File: src/rtl/uart_irq_pkg.sv
package uart_irq_pkg;
  typedef enum logic [3:0] {
    RSN_MODEM = 4'h0,
    RSN_NONE  = 4'h1,
    RSN_TXE   = 4'h2,
    RSN_LINE  = 4'h6,
    RSN_RXTO  = 4'hC
  } reason_e;

  // enable-register bit positions
  localparam int EN_RX = 0;
  localparam int EN_TX = 1;
  localparam int EN_LS = 2;
  localparam int EN_MS = 3;
  localparam int EN_W  = 4;

  // source slots in priority order, slot 0 highest
  localparam int NSRC = 4;

  // register offsets
  localparam int OFS_DATA = 0;
  localparam int OFS_IER  = 1;
  localparam int OFS_IIR  = 2;

  function automatic reason_e slot_code(input int slot);
    case (slot)
      0:       return RSN_LINE;
      1:       return RSN_RXTO;
      2:       return RSN_TXE;
      default: return RSN_MODEM;
    endcase
  endfunction
endpackage

File: src/rtl/uart_irq_regs.sv
module uart_irq_regs
  import uart_irq_pkg::*;
(
  input  logic            clk,
  input  logic            rst,
  input  logic            ier_wr,
  input  logic [EN_W-1:0] ier_wdata,
  input  logic            data_wr,
  input  logic            thre_clr,
  output logic [EN_W-1:0] ier_q,
  output logic            thre_q
);
  logic tx_rise;
  assign tx_rise = ier_wr && !ier_q[EN_TX] && ier_wdata[EN_TX];

  always_ff @(posedge clk) begin
    if (rst) begin
      ier_q  <= '0;
      thre_q <= 1'b0;
    end else begin
      if (ier_wr) ier_q <= ier_wdata;
      // a setting event in the same cycle wins over the clear
      if (data_wr || tx_rise) thre_q <= 1'b1;
      else if (thre_clr)      thre_q <= 1'b0;
    end
  end
endmodule

File: src/rtl/uart_irq_prio.sv
module uart_irq_prio
  import uart_irq_pkg::*;
(
  input  logic [NSRC-1:0] src_pend,
  output reason_e         reason,
  output logic            any_pend
);
  always_comb begin
    reason = RSN_NONE;
    for (int i = NSRC - 1; i >= 0; i--) begin
      if (src_pend[i]) reason = slot_code(i);
    end
  end
  assign any_pend = |src_pend;
endmodule

File: src/rtl/uart_irq_arbiter.sv
module uart_irq_arbiter
  import uart_irq_pkg::*;
#(
  parameter int ADDR_W     = 3,
  parameter int FIFO_DEPTH = 16,
  parameter int CNT_W      = $clog2(FIFO_DEPTH + 1)
) (
  input  logic              clk,
  input  logic              rst,
  input  logic              bus_wr,
  input  logic              bus_rd,
  input  logic [ADDR_W-1:0] bus_addr,
  input  logic [7:0]        bus_wdata,
  output logic [7:0]        bus_rdata,
  input  logic              ovr_flag,
  input  logic [CNT_W-1:0]  rx_count,
  input  logic              fifo_en,
  input  logic              msr_delta,
  output logic              irq_o
);
  localparam logic [ADDR_W-1:0] A_DATA = ADDR_W'(OFS_DATA);
  localparam logic [ADDR_W-1:0] A_IER  = ADDR_W'(OFS_IER);
  localparam logic [ADDR_W-1:0] A_IIR  = ADDR_W'(OFS_IIR);

  logic [EN_W-1:0] ier_q;
  logic            thre_pend;
  logic [NSRC-1:0] src_pend;
  reason_e         reason;
  logic            any_pend;
  logic            rd_iir;
  logic [7:0]      iir_val;

  assign rd_iir = bus_rd && (bus_addr == A_IIR);

  uart_irq_regs regs_i (
    .clk       (clk),
    .rst       (rst),
    .ier_wr    (bus_wr && (bus_addr == A_IER)),
    .ier_wdata (bus_wdata[EN_W-1:0]),
    .data_wr   (bus_wr && (bus_addr == A_DATA)),
    .thre_clr  (rd_iir && (reason == RSN_TXE)),
    .ier_q     (ier_q),
    .thre_q    (thre_pend)
  );

  assign src_pend[0] = ovr_flag  && ier_q[EN_LS];
  assign src_pend[1] = (rx_count != '0) && ier_q[EN_RX];
  assign src_pend[2] = thre_pend && ier_q[EN_TX];
  assign src_pend[3] = msr_delta && ier_q[EN_MS];

  uart_irq_prio prio_i (
    .src_pend (src_pend),
    .reason   (reason),
    .any_pend (any_pend)
  );

  assign iir_val = {{2{fifo_en}}, 2'b00, reason};

  always_ff @(posedge clk) begin
    if (rst) begin
      bus_rdata <= 8'h00;
      irq_o     <= 1'b0;
    end else begin
      irq_o <= any_pend;
      if (bus_rd) begin
        if (bus_addr == A_IER)      bus_rdata <= {{(8-EN_W){1'b0}}, ier_q};
        else if (bus_addr == A_IIR) bus_rdata <= iir_val;
        else                        bus_rdata <= 8'h00;
      end
    end
  end
endmodule

File: config.mk
export PLATFORM = sky130hd
export DESIGN_NAME = uart_irq_arbiter
export DESIGN_NICKNAME = d
export VERILOG_FILES = /design/src/rtl/uart_irq_pkg.sv /design/src/rtl/uart_irq_regs.sv /design/src/rtl/uart_irq_prio.sv /design/src/rtl/uart_irq_arbiter.sv
export SDC_FILE = /design/constraint.sdc
export NUM_CORES = 1
export LEC_CHECK = 0
export BUFFER_PORTS_ARGS = -buffer_cell sky130_fd_sc_hd__buf_4
export CAP_MARGIN = 20
export CORE_AREA = 2 2 39 41
export CTS_CLUSTER_SIZE = 30
export DETAILED_ROUTE_END_ITERATION = 10
export DIE_AREA = 0 0 41 43
export GPL_ROUTABILITY_DRIVEN = 0
export PLACE_DENSITY = 0.76
export SLEW_MARGIN = 10
export SYNTH_ARGS = -nofsm -noshare
export SYNTH_HDL_FRONTEND = slang
export SYNTH_SLANG_ARGS = --single-unit
File: constraint.sdc
create_clock -name clk -period 2.15 [get_ports clk]
set_clock_uncertainty 0.05 [all_clocks]
set_input_delay 0.43 -clock clk [delete_from_list [all_inputs] [get_ports clk]]
set_output_delay 0.43 -clock clk [all_outputs]
set_load 0.01 [all_outputs]
==> metrics.yaml <==
status: "completed"
instances_no_fill: 107
firstDrtPassIters: 4
fmax_ghz: 0.7030
antennaDiodeCount: 0
synth_cell_types: 24
drv_cap: 0
cp_top_family: "compound AO/OA/AOI/OAI gates"
dp.cells: 103
vias: 588
hold_viol: 0
vdd_drop_max_mv: 0.2476
portBuffers: 25
grt.overflow.total: 0
fillers: 135
grt_max_degree: 13
post-cts-setup-buffer-count: 0
slowest_delay_ns: 0.37
wire_per_inst_um: 11.67
crit_chain: "buf_4 > or3_4 > o31a_1 > a32oi_1 > a211oi_1"
yosys.area.top_type: "dfxtp_1"
rsz0062_at_grt: "no"
grt_pass1_wl_um: 2042
synth.area.top_cells: "dfxtp_1 (40%), mux2i_1 (7.3%), nor2_1 (6.2%)"
synth.avg_cell_area_um2: 8.198
multiInputGateArea_um2: 290.3
grtUsageMet3_pct: 1.571
setup_slack_ns: 0.7276
htree_levels: 1
start_util_pct: 39.69
ios: 32
use_met1_pct: 22.80
worstPathMaxFanout: 5
area_delta_synth_final_pct: 36.90
hold_buffers: 0
slowest_stage: "or3_4"
layout_commonest_cell: "buf_4"
dieArea_um2: 1763
pre_cts_ws_ns: 0.4518
final.min_clock_period_ns: 1.422
groute.usage.overall_pct: 17.14
cts_buffer_depth: 2
use_met2_pct: 25.62
cp-start-kind: "input port"
cts_tree: "built"
worstSetupPathType: "input port to flip-flop"
maxSlewViolCount: 0
cp.required_ns: 2.25
dpl.hpwl_um: 941.7
cts_root_buf: "clkbuf_4"
hold_path_class: "input port to flip-flop"
cts_buffers: 3
finalSetupViolCount: 0
synth_top_area_share_pct: 40.09
critPathCaptureType: "flip-flop"
syn_inst: 67
path_buf_inv: 1
cp.arrival_ns: 1.53
final_cell_mix: "buf_4 (25), dfxtp_1 (11), nor2_1 (9)"
drcViolationCount: 0
yosys_warnings: 0
drt_iter0_drc: 22
ant_nets: 0
gr-max-usage-layer: "met2"
layout.nets: 115
ff_latch_area_um2: 220.2
syn_area_um2: 549.3
period_share_pct: 66.16
final_core_util_pct: 54.34
synth.ff_latch_count: 11
clock-sinks: 11
fin_tns_setup_ns: 0
drive_gt1_share_pct: 32.97
p_leak_nw: 0.3212
clock_latency_ns: 0.27
ys_seq_area_share_pct: 40.09
die_h_um: 43
antenna_found_initial: 0
routed_wl_um: 1249
finalPower_mw: 0.4099
ctsResizeCount: 0
rows: 14
clk_pin_slew_worst_paths_ns: 0.07
die_w_um: 41
core_area_um2: 1384
pwr_density_cell_nw_per_um2: 545.1
grt_pass1_vias: 498
via_per_inst: 5.495
[power breakdown]
group | switching, mW | internal (mW)
sequential | 0.00320 | 0.208
combinational | 0.0248 | 0.0326
clock | 0.0691 | 0.0718
total | 0.0971 | 0.313
[cell type report]
class / count / share of cell area [%]
Tap cell: 16 / 2.662
Clock buffer: 4 / 3.494
Inverter: 2 / 0.9983
Timing Repair Buffer: 25 / 24.96
Sequential cell: 11 / 29.28
Multi-Input combinational cell: 49 / 38.60
[through the flow]
step           cell area (um^2)  hold slack, ns
2_1_floorplan             553.0          0.4174
3_3_place_gp              725.7          0.4330
3_5_place_dp              725.7          0.4378
4_1_cts                   752.0          0.3457
5_1_grt                   752.0          0.3495
6_report                  752.0          0.3391
[worst reg2reg max path, stage by stage, from the launching register on]
cell and delay, ns:
dfxtp_1 0.42, nand2_1 0.12, nor4_1 0.24, o21ai_0 0.15, a21oi_1 0.17
[state kept, by name (all words and copies together), names as in the netlist]
name	count
regs_i.ier_q	4
bus_rdata	5
regs_i.thre_q	1
irq_o	1
[path summary, 6_finish.rpt]
| check | start | endpoint | slack, ns | cells past startpoint |
|---|---|---|---|---|
| worst max-delay path | rx_count[2] | bus_rdata[3]$_SDFFE_PP0P_ | 0.73 | 5 |
| worst min-delay path | fifo_en | bus_rdata[6]$_SDFFE_PP0P_ | 0.34 | 3 |
| worst max register to register | regs_i.ier_q[1]$_SDFFE_PP0N_ | bus_rdata[1]$_SDFFE_PP0P_ | 0.92 | 4 |
| worst min register to register | bus_rdata[3]$_SDFFE_PP0P_ | bus_rdata[3]$_SDFFE_PP0P_ | 0.45 | 2 |
[synthesized netlist by cell type]
library cell,n
a211oi_1,1
a21oi_1,5
a31oi_1,3
a32oi_1,1
and2_1,2
buf_4,3
clkbuf_1,2
clkbuf_2,1
conb_1,1
dfxtp_1,11
inv_1,2
mux2i_1,4
nand2_1,3
nand3_1,2
nand4_1,2
nor2_1,9
nor2b_1,4
nor3b_1,1
nor3b_2,1
nor4_1,1
o21ai_0,5
o22ai_1,1
o31a_1,1
or3_4,1
[logic make-up after synthesis]
group | Yosys count | share of synthesized area, %
and+or+nand+nor | 26 | 25.97
AOI/OAI and AO/OA | 17 | 18.22
DFF | 11 | 40.09
buffers and inverters | 8 | 7.745
muxes | 4 | 7.290
other | 1 | 0.6827
[routing by layer]
metal  vias to the layer above  routed length, um  part of all wire [%]
met5                         -                  0                     0
met4                         0                 30                   2.4
met3                         5                 83                   6.6
met2                        28                602                    48
met1                       276                533                    43
li1                        279                  -                     -
No activity file was read; power rests on OpenSTA's default activity.
